<file path="config.mk">
export PLATFORM = sky130hd
export DESIGN_NAME = acc_alu
export DESIGN_NICKNAME = d
export VERILOG_FILES = /design/src/rtl/acc_alu_pkg.sv /design/src/rtl/acc_alu_addsub.sv /design/src/rtl/acc_alu_bitops.sv /design/src/rtl/acc_alu_decadj.sv /design/src/rtl/acc_alu.sv
export SDC_FILE = /design/constraint.sdc
export NUM_CORES = 1
export LEC_CHECK = 0
export ABC_CLOCK_PERIOD_IN_PS = 7000
export BUFFER_PORTS_ARGS = -buffer_cell sky130_fd_sc_hd__buf_2
export CORE_MARGIN = 4
export CORE_UTILIZATION = 38
export DETAILED_ROUTE_END_ITERATION = 12
export PLACE_DENSITY = 0.61
export SYNTH_ARGS = -nofsm -noshare
export SYNTH_HDL_FRONTEND = slang
export SYNTH_SLANG_ARGS = --single-unit
</file>
<file path="constraint.sdc">
create_clock -name clk -period 7 [get_ports clk]
set_input_delay 0.7 -clock clk [delete_from_list [all_inputs] [get_ports clk]]
set_output_delay 0.7 -clock clk [all_outputs]
set_load 0.005 [all_outputs]
</file>
<file path="src/rtl/acc_alu_pkg.sv">
// Package: shared opcode encoding, flag layout and helper functions
// for the accumulator ALU. Assumes an 8-bit datapath split into two nibbles.
package acc_alu_pkg;

    localparam int ACC_W  = 8;
    localparam int NIB_W  = 4;
    localparam int FLAG_W = 5;

    typedef enum logic [3:0] {
        OP_ADD = 4'd0,
        OP_ADC = 4'd1,
        OP_SUB = 4'd2,
        OP_SBB = 4'd3,
        OP_INC = 4'd4,
        OP_DEC = 4'd5,
        OP_AND = 4'd6,
        OP_OR  = 4'd7,
        OP_XOR = 4'd8,
        OP_CMP = 4'd9,
        OP_ROL = 4'd10,
        OP_ROR = 4'd11,
        OP_RCL = 4'd12,
        OP_RCR = 4'd13,
        OP_DAA = 4'd14,
        OP_NOP = 4'd15
    } alu_op_e;

    // Flag word, MSB first: sign, zero, aux carry, parity, carry.
    typedef struct packed {
        logic s;
        logic z;
        logic ac;
        logic p;
        logic c;
    } alu_flags_t;

    // Derive the result-dependent flags; caller supplies carry and aux.
    function automatic alu_flags_t mk_flags(input logic [ACC_W-1:0] r,
                                            input logic ac,
                                            input logic c);
        alu_flags_t f;
        f.s  = r[ACC_W-1];
        f.z  = (r == '0);
        f.ac = ac;
        f.p  = ~(^r);
        f.c  = c;
        return f;
    endfunction

endpackage

</file>
<file path="src/rtl/acc_alu_addsub.sv">
// Module: acc_alu_addsub
// Shared adder/subtractor used by add, subtract, increment, decrement
// and compare. Subtraction adds the inverted operand with inverted
// carry-in; the carry and nibble-carry outputs are returned as borrows
// when is_sub is high. Assumes W is a multiple of NW.
module acc_alu_addsub #(
    parameter int W  = 8,
    parameter int NW = 4
) (
    input  logic [W-1:0] a,
    input  logic [W-1:0] b,
    input  logic         cin,
    input  logic         is_sub,
    output logic [W-1:0] sum,
    output logic         cout,
    output logic         hcout
);
    logic [W-1:0]  b_eff;
    logic          c_eff;
    logic [W:0]    full;
    logic [NW:0]   low;

    // Operand conditioning for two's complement subtraction.
    always_comb begin
        b_eff = is_sub ? ~b : b;
        c_eff = is_sub ? ~cin : cin;
    end

    // Full-width and low-nibble sums; outputs flipped to borrow sense on subtract.
    always_comb begin
        full  = {1'b0, a} + {1'b0, b_eff} + {{W{1'b0}}, c_eff};
        low   = {1'b0, a[NW-1:0]} + {1'b0, b_eff[NW-1:0]} + {{NW{1'b0}}, c_eff};
        sum   = full[W-1:0];
        cout  = full[W] ^ is_sub;
        hcout = low[NW] ^ is_sub;
    end

endmodule

</file>
<file path="src/rtl/acc_alu_bitops.sv">
// Module: acc_alu_bitops
// Bitwise operations and the four one-position rotates. Returns the new
// value and the carry bit the operation produces; for bitwise operations
// the carry output is zero. Assumes op is one of AND/OR/XOR/ROL/ROR/RCL/RCR
// when its outputs are used.
module acc_alu_bitops #(
    parameter int W = 8
) (
    input  acc_alu_pkg::alu_op_e op,
    input  logic [W-1:0]         a,
    input  logic [W-1:0]         b,
    input  logic                 cin,
    output logic [W-1:0]         res,
    output logic                 cout
);
    import acc_alu_pkg::*;

    // Select the bitwise or rotate result for the requested operation.
    always_comb begin
        res  = '0;
        cout = 1'b0;
        unique case (op)
            OP_AND: res = a & b;
            OP_OR:  res = a | b;
            OP_XOR: res = a ^ b;
            OP_ROL: begin res = {a[W-2:0], a[W-1]}; cout = a[W-1]; end
            OP_ROR: begin res = {a[0], a[W-1:1]};   cout = a[0];   end
            OP_RCL: begin res = {a[W-2:0], cin};    cout = a[W-1]; end
            OP_RCR: begin res = {cin, a[W-1:1]};    cout = a[0];   end
            default: begin res = '0; cout = 1'b0; end
        endcase
    end

endmodule

</file>
<file path="src/rtl/acc_alu_decadj.sv">
// Module: acc_alu_decadj
// Decimal correction after a packed-BCD addition. The low digit is fixed
// when it is above nine or the aux flag is set; the high digit when the
// whole byte is above 99h or the carry flag is set. Assumes an 8-bit
// operand made of two digits.
module acc_alu_decadj #(
    parameter int W  = 8,
    parameter int NW = 4
) (
    input  logic [W-1:0] a,
    input  logic         ac_in,
    input  logic         c_in,
    output logic [W-1:0] res,
    output logic         c_out,
    output logic         ac_out
);
    localparam logic [NW-1:0] DIGIT_MAX = NW'(9);
    localparam logic [W-1:0]  BYTE_MAX  = W'(8'h99);
    localparam logic [NW-1:0] FIX       = NW'(6);

    logic          fix_lo, fix_hi;
    logic [W-1:0]  adj;
    logic [W:0]    total;
    logic [NW:0]   low;

    // Decide which digits need the +6 correction.
    always_comb begin
        fix_lo = (a[NW-1:0] > DIGIT_MAX) | ac_in;
        fix_hi = (a > BYTE_MAX) | c_in;
        adj    = {(fix_hi ? FIX : {NW{1'b0}}), (fix_lo ? FIX : {NW{1'b0}})};
    end

    // Apply the correction and extract the carries it produces.
    always_comb begin
        total  = {1'b0, a} + {1'b0, adj};
        low    = {1'b0, a[NW-1:0]} + {1'b0, adj[NW-1:0]};
        res    = total[W-1:0];
        c_out  = c_in | total[W];
        ac_out = low[NW];
    end

endmodule

</file>
<file path="src/rtl/acc_alu.sv">
// Module: acc_alu (top)
// Accumulator ALU: decodes op_code, selects among the add/subtract,
// bitwise/rotate and decimal-adjust units, and registers the result and
// the five flags on each valid clock. Chained operations read carry and
// aux from the flag register. Compare writes flags only; plain and
// through-carry rotates write result and carry only. Synchronous
// active-low reset. Assumes the datapath width from acc_alu_pkg.
module acc_alu
    import acc_alu_pkg::*;
(
    input  logic               clk,
    input  logic               rst_n,
    input  logic               op_valid,
    input  logic [3:0]         op_code,
    input  logic [ACC_W-1:0]   acc_in,
    input  logic [ACC_W-1:0]   opb_in,
    output logic [ACC_W-1:0]   result_q,
    output logic [FLAG_W-1:0]  flags_q
);
    alu_op_e    op;
    alu_flags_t fl_q, fl_d;
    logic [ACC_W-1:0] res_d;
    logic       wr_res, wr_flg;

    logic [ACC_W-1:0] as_b, as_sum;
    logic       as_cin, as_sub, as_c, as_hc;
    logic [ACC_W-1:0] bo_res;
    logic       bo_c;
    logic [ACC_W-1:0] da_res;
    logic       da_c, da_ac;

    assign op = alu_op_e'(op_code);

    // Operand and mode selection for the shared adder.
    always_comb begin
        as_b   = opb_in;
        as_cin = 1'b0;
        as_sub = 1'b0;
        unique case (op)
            OP_ADC: as_cin = fl_q.c;
            OP_SUB, OP_CMP: as_sub = 1'b1;
            OP_SBB: begin as_sub = 1'b1; as_cin = fl_q.c; end
            OP_INC: as_b = ACC_W'(1);
            OP_DEC: begin as_b = ACC_W'(1); as_sub = 1'b1; end
            default: ;
        endcase
    end

    acc_alu_addsub #(.W(ACC_W), .NW(NIB_W)) u_addsub (
        .a      (acc_in),
        .b      (as_b),
        .cin    (as_cin),
        .is_sub (as_sub),
        .sum    (as_sum),
        .cout   (as_c),
        .hcout  (as_hc)
    );

    acc_alu_bitops #(.W(ACC_W)) u_bitops (
        .op   (op),
        .a    (acc_in),
        .b    (opb_in),
        .cin  (fl_q.c),
        .res  (bo_res),
        .cout (bo_c)
    );

    acc_alu_decadj #(.W(ACC_W), .NW(NIB_W)) u_decadj (
        .a      (acc_in),
        .ac_in  (fl_q.ac),
        .c_in   (fl_q.c),
        .res    (da_res),
        .c_out  (da_c),
        .ac_out (da_ac)
    );

    // Per-operation result, flag rules and write enables.
    always_comb begin
        res_d  = result_q;
        fl_d   = fl_q;
        wr_res = 1'b0;
        wr_flg = 1'b0;
        unique case (op)
            OP_ADD, OP_ADC, OP_SUB, OP_SBB: begin
                res_d = as_sum; wr_res = 1'b1; wr_flg = 1'b1;
                fl_d  = mk_flags(as_sum, as_hc, as_c);
            end
            OP_INC, OP_DEC: begin
                res_d = as_sum; wr_res = 1'b1; wr_flg = 1'b1;
                fl_d  = mk_flags(as_sum, as_hc, fl_q.c);
            end
            OP_CMP: begin
                wr_flg = 1'b1;
                fl_d   = mk_flags(as_sum, as_hc, as_c);
            end
            OP_AND, OP_OR, OP_XOR: begin
                res_d = bo_res; wr_res = 1'b1; wr_flg = 1'b1;
                fl_d  = mk_flags(bo_res, 1'b0, 1'b0);
            end
            OP_ROL, OP_ROR, OP_RCL, OP_RCR: begin
                res_d  = bo_res; wr_res = 1'b1; wr_flg = 1'b1;
                fl_d   = fl_q;
                fl_d.c = bo_c;
            end
            OP_DAA: begin
                res_d = da_res; wr_res = 1'b1; wr_flg = 1'b1;
                fl_d  = mk_flags(da_res, da_ac, da_c);
            end
            default: ;
        endcase
    end

    // Result register: loads on valid writing operations.
    always_ff @(posedge clk) begin
        if (!rst_n)
            result_q <= '0;
        else if (op_valid && wr_res)
            result_q <= res_d;
    end

    // Flag register: loads on valid operations that define flags.
    always_ff @(posedge clk) begin
        if (!rst_n)
            fl_q <= '0;
        else if (op_valid && wr_flg)
            fl_q <= fl_d;
    end

    assign flags_q = fl_q;


    cmp_keeps_result_chk: assert property (@(posedge clk) disable iff (!rst_n)
        (op_valid && op_code == 4'd9) |=> $stable(result_q));


    incdec_holds_carry_chk: assert property (@(posedge clk) disable iff (!rst_n)
        (op_valid && (op_code == 4'd4 || op_code == 4'd5)) |=> (flags_q[0] == $past(flags_q[0])));


    logic_clears_carry_chk: assert property (@(posedge clk) disable iff (!rst_n)
        (op_valid && op_code >= 4'd6 && op_code <= 4'd8) |=> (flags_q[0] == 1'b0 && flags_q[2] == 1'b0));


    zero_matches_result_chk: assert property (@(posedge clk) disable iff (!rst_n)
        (op_valid && (op_code <= 4'd8 || op_code == 4'd14)) |=> (flags_q[3] == (result_q == '0)));


    sign_matches_result_chk: assert property (@(posedge clk) disable iff (!rst_n)
        (op_valid && (op_code <= 4'd8 || op_code == 4'd14)) |=> (flags_q[4] == result_q[ACC_W-1]));


    rotate_keeps_flags_chk: assert property (@(posedge clk) disable iff (!rst_n)
        (op_valid && op_code >= 4'd10 && op_code <= 4'd13) |=> $stable(flags_q[4:1]));


    idle_no_change_chk: assert property (@(posedge clk) disable iff (!rst_n)
        (!op_valid || op_code == 4'd15) |=> ($stable(result_q) && $stable(flags_q)));

endmodule

</file>
### After elaboration in Yosys (flattened, before gate mapping)

Index checks and enable logic that the tools add are counted.

| storage, ports and cells | value |
|---|---|
| flip-flop bits (word level) | 13 |
| input bits | 23 |
| output and inout bits | 13 |
| logic and storage cells | 83 |

| cells by class | value |
|---|---|
| add/sub/neg operators | 6 |
| order comparisons | 2 |
| eq/ne operators | 14 |
| mux-type cells | 13 |
| bitwise gates (word level) | 15 |
| reduce and logical (&&, ||, !) cells | 27 |

Operator list:

| kind | count |
|---|---|
| $pmux W8 S7 | 1 |
| $eq A4 B4 Y1 const B | 7 |
| $pmux W5 S5 | 1 |
| $logic_not A8 Y1 | 3 |
| $pmux W8 S3 | 1 |
| $reduce_xor A8 Y1 | 3 |
| $add A8 B8 Y9 | 2 |
| $eq A4 B3 Y1 const B | 4 |
| $mux W8 | 2 |
| $reduce_or A15 Y1 | 1 |
| $reduce_or A14 Y1 | 1 |
| $add A4 B4 Y5 | 2 |
| $add A9 B1 Y9 | 1 |
| $and A8 B8 Y8 | 1 |
| $eq A4 B2 Y1 const B | 2 |
| $gt A8 B8 Y1 const B | 1 |
| $not A8 Y8 | 1 |
| $or A8 B8 Y8 | 1 |
| $reduce_bool A4 Y1 | 2 |
| $reduce_or A2 Y1 | 4 |
| $reduce_or A4 Y1 | 2 |
| $xor A8 B8 Y8 | 1 |
| $reduce_or A7 Y1 | 1 |
| $mux W3 | 2 |
| 16 further kinds | 30 |

### Depth between registers and ports, before layout

| depth | value |
|---|---|
| depth after elaboration | 10 |
| depth in mapped cells | 20 |
| mapped depth without buffers | 17 |

### By module

From an unflattened synthesis, not the netlist that was laid out.

| second synthesis, totals | value |
|---|---|
| cells, all modules | 348 |
| area total of the unflattened synthesis | 2711.4 µm² |

Modules (own cells, without submodules):

| module | times used | cells an instance | area each (µm²) |
|---|---|---|---|
| acc_alu | 1 | 175 | 1317.5 |
| acc_alu_bitops | 1 | 94 | 718.2 |
| acc_alu_addsub | 1 | 52 | 439.2 |
| acc_alu_decadj | 1 | 27 | 236.5 |

### Least setup slack after synthesis

No wires, ideal clock.

| path | value |
|---|---|
| path type | input port to flip-flop |
| start point | input op_code[3] |
| end point | register fl_q, in the netlist flags_q[1] |
| data arrival time | 4.306 ns |
| required time | 6.941 ns |
| setup slack | 2.635 ns |
| stages on the path | 19 |
| cells stage by stage | buf_2 clkbuf_1 clkbuf_1 mux2i_1 a21oi_1 o221ai_1 fa_1 inv_1 fa_1 nand2b_1 nand2b_1 a21o_2 xnor2_1 ha_1 xnor2_1 xnor2_1 xnor3_1 or4_1 nand2_1 |

| on the way | value |
|---|---|
| longest elaborated chain between the ends | 10 |
| elaborated cells between the ends (all ways) | 42 |

RTL lines:

| what | RTL line | text |
|---|---|---|
| start: declaration | acc_alu.sv:14 | `input logic [3:0] op_code,` |
| $eq A4 B3 Y1 | acc_alu.sv:39, acc_alu.sv:83 |  |
| $reduce_or A2 Y1 (no source line) | -- |  |
| $mux W8 | acc_alu.sv:39 | `unique case (op)` |
| $not A8 Y8 | acc_alu_addsub.sv:25 | `b_eff = is_sub ? ~b : b;` |
| $mux W8 | acc_alu_addsub.sv:25 |  |
| $add A8 B8 Y9 | acc_alu_addsub.sv:31 | `full = {1'b0, a} + {1'b0, b_eff} + {{W{1'b0}}, c_eff};` |
| $add A9 B1 Y9 | acc_alu_addsub.sv:31 |  |
| $reduce_xor A8 Y1 | acc_alu_pkg.sv:45 | `f.p = ~(^r);` |
| $not A1 Y1 | acc_alu_pkg.sv:45 |  |
| $pmux W5 S5 | acc_alu.sv:83 | `unique case (op)` |
| end signal: assignment | acc_alu.sv:126 | `fl_q <= fl_d;` |
| end: declaration | acc_alu.sv:21 | `alu_flags_t fl_q, fl_d;` |

Several ways; a longest one is shown, not always the timed one.
A chain may end at the register's enable or synchronous reset.

### Worst setup path after layout

Same ends and word-level chain as after synthesis.

==> flow_summary.toml <==
[worst_setup_path]
timing.critical_path.cells = "buf_2 -> nand2b_4 -> a21oi_1 -> a21oi_1 -> o221ai_1 -> fa_1 -> inv_1 -> fa_1 -> nand2b_1 -> nand2b_1 -> a21o_2 -> xnor2_1 -> ha_1 -> xnor2_1 -> xnor2_1 -> xnor3_1 -> or4_1 -> nand2_1"
timing.critical_path.slowest_stage_cell = "buf_2"
cp_num_buf_inv = 2
critical_path.most_common_cell = "xnor2_1"
cp.arrival_ns = 4.66
critical_path_fanout_max = 39
critPathRequiredTime_ns = 7.19
crit_path_start_kind = "input port"
path_class = "in2reg"
timing.critical_path.max_delay_family = "simple AND/OR/NAND/NOR gates"
cp-end-kind = "register"
crit_path_max_incr_delay_ns = 0.49

[final_layout]
fin_cells = 439
finalInstanceArea_mm2 = 0.002785
layout.nets = 427
antenna-diode-count = 0
areaGrowthSynthToFinish_pct = 8.851
post_route_cells_drive_above_1_share = 0.1575
fillers = 686
multiInputGateArea_mm2 = 0.002122
sequential_cell_area_um2 = 260.3

[sta]
final_min_period_over_clock_period = 0.6386
period_minus_slack_ns = 4.470
setup_slack_ns = 2.530
tns_ns = 0
rsz0062_at_grt = "false"
timing.final.setup_violations = 0
final.setup_skew_ns = 0.002272
worst-slew-pin-transition_ns = 0.9546
report.final.hold_viol_count = 0
timing.slew.headroom = 0.3614
report.final.slew_viol_count = 0
fmax_mhz = 223.7

[die]
io_pins = 36
coreArea_mm2 = 0.006459
die-area_mm2 = 0.008110
die_x_um = 90.06
chipHeight_um = 90.06
std_cell_rows = 29
effective_utilization_at_floorplan = 0.3962

[clocking]
clk_latency_ns = 0.24
cts_htree_levels = 1
cts_resized = 0
cts_made_buffers = 3
ctsRootBufferMaster = "clkbuf_8"
clkSinkCount = 13
postCtsSetupBuffers = 0
postCtsHoldBufs = 0
clkTransAtPathRegs_ns = 0.05
clockBufferDepth = 2
clock_tree_from_tritoncts = "built"

[hold_path]
hold_class = "reg2reg"

[yosys]
post-synth-top-area-cell = "ha_1"
synth-warning-count = 0
number_of_enable_flip_flop_cells_after_synthesis = 0
postSynthCellCount = 343
synth_seq_cells = 13
post_synth_num_cell_types = 56
postSynthNetCount = 407
synthesis.area_mm2 = 0.002559
synth_top_cells_by_area = "ha_1 19%, dfxtp_1 10%, a21oi_1 6.5%"
synthFlopType = "dfxtp_1"
syn-mean-instance-area_um2 = 7.460
asyncSetResetFlopFracSynth = 0
synth_top_cell_area_share = 0.1858
synth-seq-area-share = 0.1017

[status]
status = "completed"

[detailed_routing]
wire_per_inst_um = 18.66
detail_route.vias_per_cell = 6.100
route.antenna.remaining_nets = 0
detail_route.first_pass.iterations = 5
num_vias = 2678
wl_mm = 8.193
post-route-drc-count = 0
dr.first_iter.drc_count = 153

[placed_design]
placed_cells_incl_taps = 435
io_buffer_count = 35
globalplace.congestion = 0.8931
detailed_place_hpwl_mm = 6.536
dp_worst_setup_slack_ns = 2.334
place_area_mm2 = 0.002740

[flow_run]
maxCapViolations = 0

[grt]
globalRouteOverflowTotal = 0
grt_antenna_before_repair = 0
grt_pass1_vias = 2490
global_route_wire_length_before_repair_mm = 13.30
maximum_number_of_pins_on_one_net_before_global_route_repair = 40
grt_util_all_layers = 0.1991

[power_and_ir_drop]
power_per_cell_area_mw_per_mm2 = 165.3
cellLeakagePower_uw = 0.001273
power.ir.vdd_worst_mv = 0.06352
## per-layer routing
metal  up-vias  GRT usage  share of wire
met5         -          0              0
met4         0    0.06122          0.024
met1      1256     0.2745           0.46
met3        18    0.01920          0.049
li1       1299          -              -
met2       105     0.3267           0.47
## registers in the layout, summed over array words and instances (netlist names)
name,cells
flags_q,5
result_q,8
## cells by family after synthesis
family | Yosys count | synth area share
adders and majority gates | 41 | 0.2093
and+or+nand+nor | 92 | 0.1751
xor gates and xnor gates | 20 | 0.07384
muxes | 3 | 0.01663
AOI/OAI and AO/OA | 131 | 0.3545
DFF | 13 | 0.1017
buffers and inverters | 43 | 0.06895
## where the power goes
group | switching [µW] | total (µW) | internal, µW
Clock | 26.5 | 66.7 | 40.2
Sequential | 6.31 | 90.5 | 84.2
Combinational | 169 | 303 | 134
Total | 201 | 460 | 259
## cells in the final DEF (no fill, tap or decap), drive strengths merged, types with 3 or more instances in the layout
| cell | instances |
|---|---|
| a21o | 5 |
| fa | 3 |
| o21ai | 35 |
| clkbuf | 4 |
| dfxtp | 13 |
| ha | 38 |
| nand2b | 6 |
| nor2b | 5 |
| a22oi | 5 |
| a31oi | 6 |
| o221a | 10 |
| a221oi | 4 |
| nand2 | 27 |
| and2 | 3 |
| xor2 | 8 |
| a211oi | 3 |
| nor3 | 5 |
| o211ai | 3 |
| a22o | 6 |
| nand3 | 7 |
| a221o | 4 |
| inv | 23 |
| buf | 35 |
| xnor2 | 11 |
| a21oi | 34 |
| nor2 | 25 |
| and3 | 4 |
| nand4 | 4 |
## layout make-up
type / instances / share of cell area
Inverter: 23 / 0.03100
Timing Repair Buffer: 35 / 0.06289
Clock buffer: 4 / 0.01617
Sequential cell: 13 / 0.09344
Multi-Input combinational cell: 287 / 0.7619
Tap cell: 77 / 0.03459
## cell usage after synthesis, types with 6 or more instances
master	instances
xor2_1	8
dfxtp_1	13
o21ai_0	30
nand2_1	27
nand3_1	7
o221a_2	9
ha_1	38
a31oi_1	6
xnor2_1	11
inv_1	22
clkbuf_1	10
a21oi_1	33
nor2_1	25
buf_2	6
## final timing paths
path	slack, ns	cells past startpoint	endpoint	startpoint
worst max-delay path	2.53	18	flags_q[1]	op_code[3]
worst max register to register	3.13	17	flags_q[1]	flags_q[0]
worst min-delay path	0.52	1	result_q[4]	result_q[4]
worst min register to register	0.52	1	result_q[4]	result_q[4]
## through the flow
| step | power (µW) | hold WS, ns | util |
|---|---|---|---|
| finish | 460.3 | 0.5206 | 0.4312 |
| global route | 497.6 | 0.5404 | 0.4312 |
| CTS | 459.2 | 0.5287 | 0.4312 |
| detailed placement | 390.5 | 0.5163 | 0.4243 |
| global placement | 385.7 | 0.5101 | 0.4243 |
| floorplan | 314.6 | 0.5205 | - |
Power figures use the tool's default switching activity.
